## src/rtl/efp_pkg.sv

```systemverilog
package efp_pkg;

    localparam int unsigned DEF_ELEM_W  = 16;
    localparam int unsigned DEF_VAL_W   = 4;
    localparam int unsigned DEF_IDX_W   = 4;
    localparam int unsigned DEF_PTR_W   = 12;
    localparam int unsigned DEF_LIST_AW = 12;

    typedef enum logic [2:0] {
        RX_LISTEN,
        RX_DRAIN_EVT,
        RX_APPLY,
        RX_DRAIN_END,
        RX_HANDOFF
    } rx_state_e;

    typedef enum logic [1:0] {
        WK_IDLE,
        WK_HEAD,
        WK_NODE,
        WK_FLAG
    } walk_state_e;

    typedef enum logic {
        HO_IDLE,
        HO_REQ
    } handoff_state_e;

endpackage

```

## src/rtl/efp_sched_rx.sv

```systemverilog
module efp_sched_rx
    import efp_pkg::*;
#(
    parameter int unsigned ELEM_W = DEF_ELEM_W,
    parameter int unsigned IDX_W  = DEF_IDX_W,
    parameter int unsigned VAL_W  = DEF_VAL_W
) (
    input  logic              clk,
    input  logic              rst,
    input  logic              next_evt,
    input  logic              no_evt,
    input  logic [ELEM_W-1:0] evt_elem,
    input  logic [IDX_W-1:0]  evt_idx,
    input  logic [VAL_W-1:0]  evt_val,
    output logic              ready,
    output logic [ELEM_W-1:0] held_elem,
    output logic [IDX_W-1:0]  held_idx,
    output logic [VAL_W-1:0]  held_val,
    output logic              walk_start,
    input  logic              walk_done,
    output logic              handoff_start,
    input  logic              handoff_done
);

    typedef struct packed {
        logic [ELEM_W-1:0] elem;
        logic [IDX_W-1:0]  idx;
        logic [VAL_W-1:0]  val;
    } evt_t;

    rx_state_e st_q, st_d;
    evt_t      held_q;

    always_comb begin
        st_d          = st_q;
        walk_start    = 1'b0;
        handoff_start = 1'b0;
        case (st_q)
            RX_LISTEN: begin
                if (next_evt)    st_d = RX_DRAIN_EVT;
                else if (no_evt) st_d = RX_DRAIN_END;
            end
            RX_DRAIN_EVT: begin
                if (!next_evt) begin
                    walk_start = 1'b1;
                    st_d       = RX_APPLY;
                end
            end
            RX_APPLY: begin
                if (walk_done) st_d = RX_LISTEN;
            end
            RX_DRAIN_END: begin
                if (!no_evt) begin
                    handoff_start = 1'b1;
                    st_d          = RX_HANDOFF;
                end
            end
            RX_HANDOFF: begin
                if (handoff_done) st_d = RX_LISTEN;
            end
            default: st_d = RX_LISTEN;
        endcase
    end

    always_ff @(posedge clk) begin
        if (rst) begin
            st_q   <= RX_LISTEN;
            held_q <= '0;
        end else begin
            st_q <= st_d;
            if (st_q == RX_LISTEN && next_evt)
                held_q <= '{elem: evt_elem, idx: evt_idx, val: evt_val};
        end
    end

    assign ready     = (st_q == RX_LISTEN);
    assign held_elem = held_q.elem;
    assign held_idx  = held_q.idx;
    assign held_val  = held_q.val;

    // an offered event takes ready away in the next cycle
    a_r2_ready_drops: assert property (@(posedge clk) disable iff (rst)
        (ready && next_evt) |=> !ready);

    // the end marker also takes ready away in the next cycle
    a_r8_end_drops_ready: assert property (@(posedge clk) disable iff (rst)
        (ready && no_evt && !next_evt) |=> !ready);

    // the walk only starts after the scheduler has released its valid line
    a_r2_walk_after_release: assert property (@(posedge clk) disable iff (rst)
        walk_start |-> !next_evt);

endmodule

```

## src/rtl/efp_fanout_walk.sv

```systemverilog
module efp_fanout_walk
    import efp_pkg::*;
#(
    parameter int unsigned ELEM_W  = DEF_ELEM_W,
    parameter int unsigned IDX_W   = DEF_IDX_W,
    parameter int unsigned VAL_W   = DEF_VAL_W,
    parameter int unsigned PTR_W   = DEF_PTR_W,
    parameter int unsigned LIST_AW = DEF_LIST_AW
) (
    input  logic                    clk,
    input  logic                    rst,
    input  logic                    start,
    input  logic [ELEM_W-1:0]       ev_elem,
    input  logic [IDX_W-1:0]        ev_idx,
    input  logic [VAL_W-1:0]        ev_val,
    output logic                    done,
    input  logic                    cnt_clr,
    output logic                    topo_re,
    output logic [ELEM_W+IDX_W-1:0] topo_addr,
    input  logic [PTR_W-1:0]        topo_rdata,
    output logic                    node_re,
    output logic [PTR_W-1:0]        node_addr,
    input  logic [ELEM_W-1:0]       node_tgt_elem,
    input  logic [IDX_W-1:0]        node_tgt_in,
    input  logic [PTR_W-1:0]        node_next,
    output logic                    out_we,
    output logic [ELEM_W+IDX_W-1:0] out_addr,
    output logic [VAL_W-1:0]        out_wdata,
    output logic                    in_we,
    output logic [ELEM_W+IDX_W-1:0] in_addr,
    output logic [VAL_W-1:0]        in_wdata,
    output logic                    flag_re,
    output logic                    flag_we,
    output logic [ELEM_W-1:0]       flag_addr,
    input  logic                    flag_rdata,
    output logic                    act_we,
    output logic [LIST_AW-1:0]      act_addr,
    output logic [ELEM_W-1:0]       act_wdata
);

    localparam logic [PTR_W-1:0] NULL_PTR = '0;

    typedef struct packed {
        logic [ELEM_W-1:0] elem;
        logic [IDX_W-1:0]  pin;
        logic [PTR_W-1:0]  next;
    } node_t;

    walk_state_e        st_q, st_d;
    node_t              node_q;
    logic [LIST_AW-1:0] cnt_q;

    always_comb begin
        st_d      = st_q;
        done      = 1'b0;
        topo_re   = 1'b0;
        node_re   = 1'b0;
        out_we    = 1'b0;
        in_we     = 1'b0;
        flag_re   = 1'b0;
        flag_we   = 1'b0;
        act_we    = 1'b0;
        topo_addr = {ev_elem, ev_idx};
        out_addr  = {ev_elem, ev_idx};
        out_wdata = ev_val;
        in_addr   = {node_tgt_elem, node_tgt_in};
        in_wdata  = ev_val;
        node_addr = (st_q == WK_HEAD) ? topo_rdata : node_q.next;
        flag_addr = (st_q == WK_NODE) ? node_tgt_elem : node_q.elem;
        act_addr  = cnt_q;
        act_wdata = node_q.elem;
        case (st_q)
            WK_IDLE: begin
                if (start) begin
                    out_we  = 1'b1;
                    topo_re = 1'b1;
                    st_d    = WK_HEAD;
                end
            end
            WK_HEAD: begin
                if (topo_rdata == NULL_PTR) begin
                    done = 1'b1;
                    st_d = WK_IDLE;
                end else begin
                    node_re = 1'b1;
                    st_d    = WK_NODE;
                end
            end
            WK_NODE: begin
                in_we   = 1'b1;
                flag_re = 1'b1;
                st_d    = WK_FLAG;
            end
            WK_FLAG: begin
                if (!flag_rdata) begin
                    flag_we = 1'b1;
                    act_we  = 1'b1;
                end
                if (node_q.next == NULL_PTR) begin
                    done = 1'b1;
                    st_d = WK_IDLE;
                end else begin
                    node_re = 1'b1;
                    st_d    = WK_NODE;
                end
            end
            default: st_d = WK_IDLE;
        endcase
    end

    always_ff @(posedge clk) begin
        if (rst) begin
            st_q   <= WK_IDLE;
            node_q <= '0;
            cnt_q  <= '0;
        end else begin
            st_q <= st_d;
            if (st_q == WK_NODE)
                node_q <= '{elem: node_tgt_elem, pin: node_tgt_in, next: node_next};
            if (cnt_clr)
                cnt_q <= '0;
            else if (act_we)
                cnt_q <= cnt_q + 1'b1;
        end
    end

    // every input write uses node data fetched by the previous cycle's read
    a_r4_node_read_first: assert property (@(posedge clk) disable iff (rst)
        in_we |-> $past(node_re));

    // a flag test always follows the input write of the same node
    a_r6_flag_after_input: assert property (@(posedge clk) disable iff (rst)
        flag_re |=> !in_we);

    // after a handoff the append index is back at zero
    a_r7_index_restart: assert property (@(posedge clk) disable iff (rst)
        cnt_clr |=> (act_addr == '0));

    // the output write only happens in the cycle that starts a walk
    a_r3_out_on_start: assert property (@(posedge clk) disable iff (rst)
        out_we |=> topo_re == 1'b0);

endmodule

```

## src/rtl/efp_eval_handoff.sv

```systemverilog
module efp_eval_handoff
    import efp_pkg::*;
(
    input  logic clk,
    input  logic rst,
    input  logic start,
    input  logic ack,
    output logic evaluate,
    output logic done
);

    handoff_state_e st_q;

    always_ff @(posedge clk) begin
        if (rst) begin
            st_q <= HO_IDLE;
        end else begin
            case (st_q)
                HO_IDLE: if (start) st_q <= HO_REQ;
                HO_REQ:  if (ack)   st_q <= HO_IDLE;
                default:            st_q <= HO_IDLE;
            endcase
        end
    end

    assign evaluate = (st_q == HO_REQ);
    assign done     = evaluate && ack;

    // the request is held until the evaluator acknowledges
    a_r8_req_holds: assert property (@(posedge clk) disable iff (rst)
        (evaluate && !ack) |=> evaluate);

    // the request drops right after the acknowledge
    a_r8_req_drops: assert property (@(posedge clk) disable iff (rst)
        (evaluate && ack) |=> !evaluate);

endmodule

```

## src/rtl/event_fanout_proc.sv

```systemverilog
module event_fanout_proc
    import efp_pkg::*;
#(
    parameter int unsigned ELEM_W  = DEF_ELEM_W,
    parameter int unsigned IDX_W   = DEF_IDX_W,
    parameter int unsigned VAL_W   = DEF_VAL_W,
    parameter int unsigned PTR_W   = DEF_PTR_W,
    parameter int unsigned LIST_AW = DEF_LIST_AW
) (
    input  logic                    clk,
    input  logic                    rst,
    input  logic                    sched_next,
    input  logic                    sched_none,
    input  logic [ELEM_W-1:0]       sched_elem,
    input  logic [IDX_W-1:0]        sched_out,
    input  logic [VAL_W-1:0]        sched_val,
    output logic                    sched_rdy,
    output logic                    eval_req,
    input  logic                    eval_ack,
    output logic                    topo_re,
    output logic [ELEM_W+IDX_W-1:0] topo_addr,
    input  logic [PTR_W-1:0]        topo_rdata,
    output logic                    node_re,
    output logic [PTR_W-1:0]        node_addr,
    input  logic [ELEM_W-1:0]       node_tgt_elem,
    input  logic [IDX_W-1:0]        node_tgt_in,
    input  logic [PTR_W-1:0]        node_next,
    output logic                    out_we,
    output logic [ELEM_W+IDX_W-1:0] out_addr,
    output logic [VAL_W-1:0]        out_wdata,
    output logic                    in_we,
    output logic [ELEM_W+IDX_W-1:0] in_addr,
    output logic [VAL_W-1:0]        in_wdata,
    output logic                    flag_re,
    output logic                    flag_we,
    output logic [ELEM_W-1:0]       flag_addr,
    input  logic                    flag_rdata,
    output logic                    act_we,
    output logic [LIST_AW-1:0]      act_addr,
    output logic [ELEM_W-1:0]       act_wdata
);

    logic [ELEM_W-1:0] held_elem;
    logic [IDX_W-1:0]  held_idx;
    logic [VAL_W-1:0]  held_val;
    logic              walk_start, walk_done;
    logic              ho_start, ho_done;

    efp_sched_rx #(
        .ELEM_W(ELEM_W), .IDX_W(IDX_W), .VAL_W(VAL_W)
    ) u_rx (
        .clk          (clk),
        .rst          (rst),
        .next_evt     (sched_next),
        .no_evt       (sched_none),
        .evt_elem     (sched_elem),
        .evt_idx      (sched_out),
        .evt_val      (sched_val),
        .ready        (sched_rdy),
        .held_elem    (held_elem),
        .held_idx     (held_idx),
        .held_val     (held_val),
        .walk_start   (walk_start),
        .walk_done    (walk_done),
        .handoff_start(ho_start),
        .handoff_done (ho_done)
    );

    efp_fanout_walk #(
        .ELEM_W(ELEM_W), .IDX_W(IDX_W), .VAL_W(VAL_W),
        .PTR_W(PTR_W), .LIST_AW(LIST_AW)
    ) u_walk (
        .clk          (clk),
        .rst          (rst),
        .start        (walk_start),
        .ev_elem      (held_elem),
        .ev_idx       (held_idx),
        .ev_val       (held_val),
        .done         (walk_done),
        .cnt_clr      (ho_done),
        .topo_re      (topo_re),
        .topo_addr    (topo_addr),
        .topo_rdata   (topo_rdata),
        .node_re      (node_re),
        .node_addr    (node_addr),
        .node_tgt_elem(node_tgt_elem),
        .node_tgt_in  (node_tgt_in),
        .node_next    (node_next),
        .out_we       (out_we),
        .out_addr     (out_addr),
        .out_wdata    (out_wdata),
        .in_we        (in_we),
        .in_addr      (in_addr),
        .in_wdata     (in_wdata),
        .flag_re      (flag_re),
        .flag_we      (flag_we),
        .flag_addr    (flag_addr),
        .flag_rdata   (flag_rdata),
        .act_we       (act_we),
        .act_addr     (act_addr),
        .act_wdata    (act_wdata)
    );

    efp_eval_handoff u_ho (
        .clk     (clk),
        .rst     (rst),
        .start   (ho_start),
        .ack     (eval_ack),
        .evaluate(eval_req),
        .done    (ho_done)
    );

    // the scheduler side and the evaluator side never overlap
    a_r8_ready_vs_eval: assert property (@(posedge clk) disable iff (rst)
        eval_req |-> !sched_rdy);

    // no state write while waiting for the scheduler
    a_r9_quiet_when_ready: assert property (@(posedge clk) disable iff (rst)
        sched_rdy |-> !(out_we || in_we || flag_we || act_we));

    // each append goes with a flag set for the same element
    a_r6_append_sets_flag: assert property (@(posedge clk) disable iff (rst)
        act_we |-> (flag_we && flag_addr == act_wdata));

    // no write enable during reset
    always_ff @(posedge clk) begin
        if (rst) begin
            a_r1_reset_quiet: assert (!out_we && !in_we && !flag_we && !act_we);
        end
    end

endmodule

```

## config.mk

```make
export PLATFORM = sky130hd
export DESIGN_NAME = event_fanout_proc
export DESIGN_NICKNAME = d
export VERILOG_FILES = /design/src/rtl/efp_pkg.sv /design/src/rtl/efp_sched_rx.sv /design/src/rtl/efp_fanout_walk.sv /design/src/rtl/efp_eval_handoff.sv /design/src/rtl/event_fanout_proc.sv
export SDC_FILE = /design/constraint.sdc
export NUM_CORES = 1
export LEC_CHECK = 0
export ABC_AREA = 1
export BUFFER_PORTS_ARGS = -buffer_cell sky130_fd_sc_hd__buf_2
export CORE_MARGIN = 2
export CORE_UTILIZATION = 45
export CTS_BUF_LIST = sky130_fd_sc_hd__clkbuf_4 sky130_fd_sc_hd__clkbuf_8
export DETAILED_ROUTE_END_ITERATION = 12
export PLACE_DENSITY_LB_ADDON = 0.2
export SLEW_MARGIN = 25
export SYNTH_ARGS = -nofsm -noshare
export SYNTH_HDL_FRONTEND = slang
export SYNTH_SLANG_ARGS = --single-unit
```

## constraint.sdc

```tcl
create_clock -name clk -period 1.5 [get_ports clk]
set_input_delay 0.15 -clock clk [delete_from_list [all_inputs] [get_ports clk]]
set_output_delay 0.15 -clock clk [all_outputs]
set_load 0.05 [all_outputs]
```

After elaboration in Yosys (flattened, before gate mapping)
Cells that the tools add are included.
Operators by class
  multiplexer cells: 31
  bitwise gates (word level): 1
  $add $sub $neg: 1
  reductions and logical operators: 8
  eq/ne operators: 13
Operators by type and width (number)
  zero test 12 bit: 2
  2-to-1 mux 3 bit: 6
  2-to-1 mux 16 bit: 1
  2-to-1 mux 1 bit: 15
  case mux 3 bit (5 select lines): 1
  adder 12 x 1 -> 12 bit (second input constant): 1
  2-to-1 mux 12 bit: 1
  != test 2 bit (second input constant): 4
  case mux 2 bit (4 select lines): 1
  == test 3 x 2 -> 1 bit (second input constant): 2
  2-to-1 mux 2 bit: 3
  case mux 1 bit (2 select lines): 3
  AND reduction 5 bit: 1
  == test 2 bit (second input constant): 2
  == test 3 x 1 -> 1 bit (second input constant): 1
  == test 3 bit (second input constant): 1
  zero test 3 bit: 1
  != test 3 bit (second input constant): 1
  == test 2 x 1 -> 1 bit (second input constant): 1
  logical AND 1 bit: 2
  zero test 2 bit: 1
  != test 2 x 1 -> 1 bit (second input constant): 1
  OR reduction 2 bit: 1
  NOT 1 bit: 1
Word-level totals
  bits of input ports: 74
  output and inout port bits: 133
  logic and storage cells: 63
  bits in registers: 70

Logic depth before layout (Yosys ltp)
Gate-level depths: netlist (run 1).
  word-level depth: 5
  depth in mapped cells: 10
  depth with buffers taken out: 10

By module
Synthesis (run 1) repeated with hierarchy kept, for this count alone.
Unflattened totals
  cells, all modules: 549
  area total of the unflattened synthesis: 3831.2 um^2
By module, submodules not included
  efp_fanout_walk: cells each 395, instances 1, area an instance 2676.3 um^2, seq. area each 840.8 um^2
  efp_sched_rx: cells each 147, instances 1, area an instance 1109.8 um^2, seq. area each 540.5 um^2
  efp_eval_handoff: cells each 7, instances 1, area an instance 45.0 um^2, seq. area each 20.0 um^2

Worst setup path after synthesis (run 1)
No wires, ideal clock.
  path kind: register to output
  from: reg u_rx.st_q[0]
  to: out topo_re
  stages on the path, launching flop included: 5
  setup slack: -725 ps
  arrival: 2075 ps
  cell sequence: dfxtp_1 > buf_2 > nand4_1 > nor3_1 > buf_4
On the way
  longest elaborated chain between the ends: 4
RTL lines
  start, declared: line efp_sched_rx.sv:31  | rx_state_e st_q, st_d;
  start signal, assigned: line efp_sched_rx.sv:70  | st_q <= st_d;
  == test 3 x 1 -> 1 bit: line efp_sched_rx.sv:38  | case (st_q)
  2-to-1 mux 1 bit: line efp_sched_rx.sv:38
  2-to-1 mux 1 bit (2 in a row)
  end, declared: line event_fanout_proc.sv:20  | output logic topo_re,
No other way between the ends.

Worst setup path after layout (run 1)
  from: reg u_walk.st_q[0]
  to: out flag_addr[11]
On the way
  longest elaborated chain between the ends: 2
RTL lines
  start, declared: line efp_fanout_walk.sv:49  | walk_state_e st_q, st_d;
  start signal, assigned: line efp_fanout_walk.sv:117  | st_q <= st_d;
  == test 2 bit: line efp_fanout_walk.sv:69  | flag_addr = (st_q == WK_NODE) ? node_tgt_elem : node_q.elem;
  2-to-1 mux 16 bit: line efp_fanout_walk.sv:69
  end, declared: line event_fanout_proc.sv:36  | output logic [ELEM_W-1:0] flag_addr,
No other way between the ends.

==> results.tsv, run 1 <==
metric	value	unit
hold_violations	0	
post-place-cells	731	
power.density	2013	nW/um2
place.gp.congestion	0.7942	
via_count	4064	
antenna_found_initial	0	
hold_depth	3	
top_usage_layer	met2	
hold-path-endpoint	u_walk.node_q[10]$_SDFFE_PP0P_	
placementRows	32	
grt_use_met1	0.2837	
viasPerCell	5.055	
ys_ff_latch	70	
power_leakage	2.911	nW
area_growth	61.01	%
numCtsBuffers	9	
wl	12040	um
netlist_area	3568	um2
cp.required	1.35	ns
crit_arrival	1.62	ns
cp-end-kind	output pin	
slew_headroom	0.7411	
synth_area_per_cell	7.094	um2
violations	negative setup slack	
peakVddDrop	1.559	mV
outcome	complete, but fails checks	
cts_tree	built	
hold_ws	0.05040	ns
yosys_warnings	0	
fp.dieH	93.05	um
grtUsageMet2	0.4577	
drt_iter0_markers	133	
core	7687	um2
rsz0062_at_grt	yes	
syn_nets	578	
hold_path.class	input pin to flip-flop	
worst_pin_slew	0.3854	ns
htreeDepth	3	
clock_sinks	70	
drtPass1Iterations	4	
layout_common_cells	162 x buf_2, 64 x nand2_1, 61 x dfxtp_1	
grt_max_degree	27	
portBuffers	198	
fin_worst_skew	0.01607	ns
grt_usage	0.2516	
synth_cell_type_count	28	
fmax	0.5651	GHz
overflow	0	
start_kind	flip-flop	
clk_latency	0.34	ns
r2r_cells	8	
fp.dieW	93.05	um
drcViolationCount	0	
period_minus_slack	1.769	ns
r2r_start	u_walk.st_q[0]$_SDFFE_PP0P_	
cts_root_buffer	clkbuf_8	
crit_type	flip-flop to output pin	
path_clk_slew	0.07	ns
setup_violations	49	
hold_start	node_next[10]	
fin_ws	-0.2694	ns
tns	-8.339	ns
ant_nets	0	
max-cap-violations	0	
num_io_pins	207	
grtUsageMet3	0.06285	
grt_pass1_wl	17490	um
die_area	8658	um2
rr_endpoint	u_walk.node_q[3]$_SDFFE_PP0P_	
rrSetupSlack	-0.22	ns
synthCells	503	
hpwl	6869	um
synth-seq-area-share	0.3927	
antenna_cells	0	
drive_gt1_frac	0.5556	
drv_slew	0	
fin_crit_sh	1.180	
grt_pass1_vias	3731	
start_util	0.4642	
final_common_cell	buf_2	
instances_no_fill	804	
crit_fanout	5	
clockBufferDepth	2	
wl_per_cell	14.98	um
fin_nets	772	
[registers in the layout, indices dropped and copies added, names as in the netlist]
register and cells:
u_rx.held_val 4, u_walk.st_q 2, u_rx.st_q 3, u_walk.act_wdata 16, u_ho.evaluate 1, u_rx.held_elem 16, u_walk.node_q 12, u_rx.held_idx 4
u_walk.act_addr 12
[per-layer routing]
| layer | part of all wire | wire length (um) | vias up |
|---|---|---|---|
| li1 | - | - | 1926 |
| met1 | 0.37 | 4501 | 1897 |
| met2 | 0.52 | 6241 | 198 |
| met3 | 0.072 | 866 | 43 |
| met4 | 0.036 | 433 | 0 |
| met5 | 0 | 0 | - |
[synthesized netlist by cell type]
cell      instances  area, um2
nand2_1          84      315.3
a211oi_1          1      7.510
buf_4            65      488.0
xor2_1            1      8.760
nand4_1           3      18.77
buf_1             1      3.750
nand3_2           1      10.01
nor3_4            2      32.53
o21ai_0          42      210.2
inv_2             1      3.750
o211ai_1          1      7.510
nor2_4            2      22.52
nand2_4           1      11.26
inv_1            49      183.9
nand2_2           1      6.260
or2_2            17      106.4
nand3_1          37      185.2
xnor2_1           1      8.760
nor2_2            1      6.260
nor3_1            3      15.01
clkbuf_1         12      45.04
buf_2             5      25.02
or2_0             1      6.260
dfxtp_1          70       1401
nor2_1           59      221.5
ha_1              1      12.51
a21oi_1          40      200.2
clkbuf_2          1      5.000
[worst max-delay path by stage]
| stage | from | endpoint | slack (ns) | depth (start not counted) |
|---|---|---|---|---|
| 2_1_floorplan | u_walk.st_q[0]$_SDFFE_PP0P_ | node_addr[3] | -0.17 | 5 |
| 3_3_place_gp | u_walk.st_q[0]$_SDFFE_PP0P_ | flag_addr[3] | -0.04 | 5 |
| 3_5_place_dp | u_walk.st_q[0]$_SDFFE_PP0P_ | flag_addr[5] | -0.13 | 5 |
| 4_1_cts | u_walk.st_q[1]$_SDFFE_PP0P_ | flag_addr[12] | -0.24 | 8 |
| 5_1_grt | u_walk.st_q[0]$_SDFFE_PP0P_ | flag_addr[7] | -0.35 | 6 |
| 6_report | u_walk.st_q[0]$_SDFFE_PP0P_ | flag_addr[11] | -0.27 | 6 |
[cells by family after synthesis]
logic type,after synthesis,share of synthesized area
AND/OR/NAND/NOR,212,0.2682
buffers and inverters,134,0.2114
XOR/XNOR,2,0.004910
adder cells (fa/ha/maj),1,0.003506
AO/OA/AOI/OAI,84,0.1192
flip-flops,70,0.3927
[per-stage QoR]
step / area [um2] / setup WS [ns] / power (W) / utilization
floorplan: 3637 / -0.1657 / 0.006655 / -
global placement: 4315 / -0.03990 / 0.007413 / 0.5614
detailed placement: 4315 / -0.1288 / 0.007464 / 0.5614
CTS: 5375 / -0.2424 / 0.01083 / 0.6992
global route: 5746 / -0.3465 / 0.01208 / 0.7474
finish: 5746 / -0.2694 / 0.01157 / 0.7474
[critical path, stage by stage, from the launching register on]
cell and delay (ns):
dfxtp_4 0.37, nor2_4 0.15, buf_6 0.15, clkinvlp_4 0.18, o21ai_2 0.20, inv_1 0.08
buf_6 0.16
[layout make-up]
class,instances,area (um2)
inverter,50,221.5
multi-input combinational,299,1788
timing repair buffer,265,1953
clock buffer,10,131.4
timing repair inverter,2,15.01
fill,589,1942
tap,102,127.6
clock inverter,6,86.33
sequential,70,1423
[report_power, final]
| part | switching, W | internal [W] | total, W |
|---|---|---|---|
| logic | 0.00451 | 0.00290 | 0.00741 |
| registers | 0.000282 | 0.00221 | 0.00249 |
| clock network | 0.000714 | 0.000952 | 0.00167 |
[timing repair]
item / in CTS / in global routing
pin swaps: 8 / 28
cloned: 5 / 1
endpoints found under the setup margin: 37 / 82
hold buffers: 0 / 0
gates resized for setup: 157 / 90
endpoints found under the hold margin: 0 / 0
setup buffers: 47 / 21
(Power assumes the default switching activity.)
==> run 2: changes to the inputs <==
Settings changed: SETUP_SLACK_MARGIN from default to 0.2.
==> results.tsv, run 2 (synthesized netlist as in run 1, its figures left out) <==
metric	value	unit	change
outcome	complete, but fails checks		
violations	negative setup slack		
drcViolationCount	0		unchanged
regArea	1448	um2	+1.8%
crit_arrival	1.53	ns	-0.09 ns
fin_crit_sh	1.117		-0.06285
rsz0062_at_grt	yes		
total_power	0.01160	W	+0.24%
setup_violations	41		-16%
die_area	8658	um2	unchanged
fin_nets	754		-2.3%
htreeDepth	3		unchanged
drt_iter0_markers	97		-27%
clockBufferDepth	2		unchanged
clock_sinks	70		unchanged
start_util	0.4642		unchanged
placed_area	4439	um2	+2.9%
crit_fanout	16		+11
start_kind	flip-flop		
layout_common_cells	162 x buf_2, 53 x nor2_1, 51 x dfxtp_1		
ant_nets	0		unchanged
drtPass1Iterations	4		unchanged
fill_cells	551		-6.5%
multi_input_area	2029	um2	+14%
final_common_cell	buf_2		
overflow	0		unchanged
wl_per_cell	13.87	um	-7.4%
worst_pin_slew	0.4116	ns	+0.02620 ns
cts_tree	built		
power_leakage	2.944	nW	+1.1%
grt_pass1_wl	16280	um	-6.9%
peakVddDrop	1.202	mV	-23%
antenna_found_initial	0		unchanged
design_area	5892	um2	+2.5%
cts_root_buffer	clkbuf_8		
met2_length	5896	um	-5.5%
power.density	1968	nW/um2	-2.3%
area_growth	65.11	%	
cp-end-kind	output pin		
max_stage_delay	0.37	ns	about the same
num_io_pins	207		unchanged
slew_headroom	0.7256		-0.01549
clk_latency	0.33	ns	about the same
fp.dieW	93.05	um	unchanged
core	7687	um2	unchanged
max-cap-violations	0		unchanged
fmax	0.5970	GHz	+5.6%
crit_type	flip-flop to output pin		
hpwl	6701	um	-2.4%
cts_hold_buf	0		unchanged
grt_max_degree	33		+22%
wl_met3	581	um	-33%
portBuffers	198		unchanged
crit_top_cell	inv_2		
fp.dieH	93.05	um	unchanged
cp.required	1.35	ns	about the same
viasPerCell	4.866		-3.7%
grt_pass1_vias	3513		-5.8%
place.gp.congestion	0.7907		-0.44%
grt_usage	0.2350		-0.01654
period_minus_slack	1.675	ns	-0.09428 ns
wl	10900	um	-9.5%
worstPathCellList	inv_4 -> nor2_4 -> inv_2 -> buf_12 -> o21ai_2 -> inv_2 -> buf_6		
placementRows	32		unchanged
drv_slew	0		unchanged
via_count	3825		-5.9%
highest_layer	met4		
fin_worst_skew	0.009908	ns	-0.006162 ns
wl_met1	4226	um	-6.1%
hold_path.class	input pin to flip-flop		
hold_violations	0		unchanged
cp_slowest_cell	dfxtp_4		
numCtsBuffers	9		unchanged
path_clk_slew	0.08	ns	about the same
antenna_cells	0		unchanged
drive_gt1_frac	0.6433		+0.08772
fin_ws	-0.1752	ns	+0.09428 ns
-- run 2: cell types whose count changed in the layout (fill, tap and decap cells not counted), moves of 11 or more --
| cell | before | now |
|---|---|---|
| inv_2 | 6 | 21 |
| nand2_1 | 64 | 45 |
| or2_2 | 2 | 13 |
| a21oi_2 | 2 | 18 |
| buf_4 | 43 | 19 |
| nand2_4 | 5 | 25 |
| a21oi_1 | 38 | 22 |
| or2_4 | 15 | 4 |
| inv_1 | 38 | 24 |
-- run 2: metal layers --
layer	up-vias	global-route usage
met4	0	0.08333
li1	1886	-
met5	-	0
met3	17	0.04674
met1	1792	0.2726
met2	130	0.4281
-- run 2: cell type report --
class | count | share of cell area
clock inverter | 4 | 0.01189
inverter | 50 | 0.03419
timing repair buffer | 249 | 0.3162
sequential | 70 | 0.2457
multi-input combinational | 299 | 0.3444
clock buffer | 12 | 0.02591
tap | 102 | 0.02166
-- run 2: path summary, 6_finish.rpt --
| kind | start | end | slack [ns] | cells after the start |
|---|---|---|---|---|
| worst max register to register | u_walk.st_q[1]$_SDFFE_PP0P_ | u_walk.act_addr[11]$_SDFFE_PP0P_ | -0.08 | 12 |
| worst min register to register | u_ho.evaluate$_SDFF_PP0_ | u_ho.evaluate$_SDFF_PP0_ | 0.46 | 2 |
| worst min-delay path | node_next[0] | u_walk.node_q[0]$_SDFFE_PP0P_ | 0.04 | 3 |
| worst max-delay path | u_walk.st_q[1]$_SDFFE_PP0P_ | flag_addr[2] | -0.18 | 7 |
-- run 2: timing repair --
item | in CTS | in global routing
hold endpoints to repair | 0 | 0
gates resized for setup | 166 | 113
cloned | 3 | 0
setup buffers | 25 | 10
pin swaps | 19 | 41
endpoints found under the setup margin | 76 | 77
-- run 2: worst max-delay path, delay by kind of cell (launching register included) --
family,cells,cell delay (ns)
buffers and inverters,5,0.47
DFF,1,0.37
AOI/OAI and AO/OA,1,0.17
and+or+nand+nor,1,0.17
-- run 2: report_power, final --
group / leakage [nW] / total (W) / internal, W / switching [W]
clock network: 0.117 / 0.00171 / 0.00102 / 0.000698
registers: 0.581 / 0.00251 / 0.00221 / 0.000300
logic: 2.25 / 0.00737 / 0.00276 / 0.00461
total: 2.94 / 0.0116 / 0.00598 / 0.00561
-- run 2: metrics by stage --
| step | cells | setup slack (ns) | util | TNS (ns) | hold slack, ns |
|---|---|---|---|---|---|
| after detailed placement | 732 | -0.01523 | 0.5775 | -0.03722 | 0.3007 |
| final | 786 | -0.1752 | 0.7664 | -4.558 | 0.03807 |
| after global routing | 786 | -0.2336 | 0.7664 | -7.357 | 0.02551 |
| after CTS | 776 | -0.1748 | 0.6995 | -3.571 | 0.02060 |
| after floorplan | 503 | 0.02180 | - | 0 | 0.2849 |
| after global placement | 732 | 0.06495 | 0.5775 | 0 | 0.3007 |
==> run 3: changes to the inputs <==
Settings changed: MAX_ROUTING_LAYER from default to met4, SLEW_MARGIN 25 to 20.
==> results.tsv, run 3 (synthesized netlist as in run 1, its figures left out) <==
metric	value	unit	change
cp.required	1.35	ns	about the same
p_seq_frac	0.214		-0.002
drt_iter0_markers	95		-2.1%
max-cap-violations	0		unchanged
area_growth	64.31	%	
clk_latency	0.34	ns	about the same
portBuffers	198		unchanged
switching_share	0.4824		-0.001545
overflow	0		unchanged
grt_usage	0.2420		+0.006966
path_buf_inv	5		unchanged
grt_pass1_vias	3507		-0.17%
fin_worst_skew	0.01125	ns	+0.001346 ns
antenna_cells	0		unchanged
die_area	8658	um2	unchanged
power_leakage	2.901	nW	-1.5%
placementRows	32		unchanged
power.internal	0.005992	W	+0.13%
drtPass1Iterations	4		unchanged
drv_slew	0		unchanged
rsz0062_at_grt	yes		
grt_pass1_wl	16290	um	about the same
fin_nets	757		+0.40%
post-place-cells	732		unchanged
cp_slowest_cell	dfxtp_4		
cts_tree	built		
hold_path.class	input pin to flip-flop		
clock_sinks	70		unchanged
tns	-4.764	ns	-0.2061 ns
layout_common_cells	162 x buf_2, 60 x nand2_1, 53 x nor2_1		
cts_root_buffer	clkbuf_8		
core	7687	um2	unchanged
fill_cells	563		+2.2%
power_switching	0.005584	W	-0.49%
crit_top_cell	inv_2		
wl	10950	um	+0.41%
place.gp.congestion	0.8018		+1.4%
wl_per_cell	13.87	um	about the same
start_kind	flip-flop		
antenna_found_initial	0		unchanged
setup_violations	41		unchanged
crit_type	flip-flop to output pin		
fin_ws	-0.1799	ns	-0.004713 ns
slew_headroom	0.7129		-0.01265
viasPerCell	4.937		+1.4%
peakVddDrop	1.171	mV	-2.6%
fin_crit_sh	1.120		+0.003142
final_util	0.7627		-0.003744
clockBufferDepth	2		unchanged
start_util	0.4642		unchanged
worstPathCellList	inv_4 -> nor2_4 -> inv_2 -> buf_12 -> o21ai_2 -> inv_2 -> buf_6		
crit_fanout	16		unchanged
grt_max_degree	33		unchanged
placed_area	4439	um2	unchanged
outcome	complete, but fails checks		
max_stage_delay	0.37	ns	about the same
pre_cts_ws	-0.01523	ns	unchanged
instances_no_fill	789		+0.38%
worst_pin_slew	0.4306	ns	+0.01897 ns
htreeDepth	3		unchanged
ant_nets	0		unchanged
final_common_cell	buf_2		
via_count	3895		+1.8%
crit_arrival	1.53	ns	about the same
hpwl	6701	um	unchanged
power.share.combinational	0.637		about the same
period_minus_slack	1.680	ns	+0.004713 ns
fp.dieW	93.05	um	unchanged
fp.dieH	93.05	um	unchanged
drcViolationCount	0		unchanged
design_area	5863	um2	-0.49%
drive_gt1_frac	0.6303		-0.01300
hold_violations	0		unchanged
cp-end-kind	output pin		
crit_family	buffers and inverters		
clkPwrFrac	0.149		about the same
violations	negative setup slack		
path_clk_slew	0.08	ns	about the same
num_io_pins	207		unchanged
numCtsBuffers	9		unchanged
power.density	1974	nW/um2	+0.32%
fmax	0.5953	GHz	-0.28%
==> run 3: cell count changes in the layout (fill, tap and decap cells not counted), sizes merged <==
cell / previous run / this run
buf: 249 / 251
nand2: 86 / 87
==> run 3: through the flow <==
stage	hold slack, ns	total power [W]
detailed placement	0.3007	0.007609
global placement	0.3007	0.007549
CTS	0.02060	0.01081
global route	0.02549	0.01208
finish	0.02974	0.01158
floorplan	0.2849	0.006864
==> run 3: power by group through the flow <==
stage	registers, W	clock network [W]	logic [W]
floorplan	0.00281	0	0.00405
global placement	0.00246	0	0.00509
detailed placement	0.00247	0	0.00514
CTS	0.00246	0.00176	0.00659
global route	0.00252	0.00183	0.00773
finish	0.00248	0.00172	0.00738
==> run 3: layout make-up <==
type | instances | area (um2) | area share
multi-input cells | 300 | 1994 | 0.3402
repair buffers | 251 | 1869 | 0.3188
flip-flops and latches | 70 | 1448 | 0.2469
inverters | 50 | 201.4 | 0.03436
clock buffers | 12 | 152.6 | 0.02603
well taps | 102 | 127.6 | 0.02177
clock inverters | 4 | 70.07 | 0.01195
==> run 3: worst min-delay path: stages <==
cell and delay (ns):
buf_2 0.08, nor2_1 0.03, nor2_1 0.08
==> run 3: routing by layer <==
metal	GRT usage	routed length [um]	up-vias	part of all wire
met2	0.4245	5920	140	0.54
met1	0.2812	4299	1845	0.39
met5	-	0	-	0
met4	0.08333	164	0	0.015
li1	-	-	1895	-
met3	0.04029	561	15	0.051
==> run 3: final timing paths <==
path,startpoint,to,slack [ns],cells after the start
max,u_walk.st_q[1]$_SDFFE_PP0P_,flag_addr[2],-0.18,7
min,node_next[0],u_walk.node_q[0]$_SDFFE_PP0P_,0.03,3
max reg2reg,u_walk.st_q[1]$_SDFFE_PP0P_,u_walk.act_addr[11]$_SDFFE_PP0P_,-0.08,12
min reg2reg,u_ho.evaluate$_SDFF_PP0_,u_ho.evaluate$_SDFF_PP0_,0.46,2
==> run 3: what timing repair did <==
| action | CTS | global route |
|---|---|---|
| pin swaps | 19 | 36 |
| gates cloned | 3 | 1 |
| endpoints found under the setup margin | 76 | 77 |
| resized for setup | 166 | 93 |
| hold buffers | 0 | 0 |
| setup buffers | 25 | 12 |
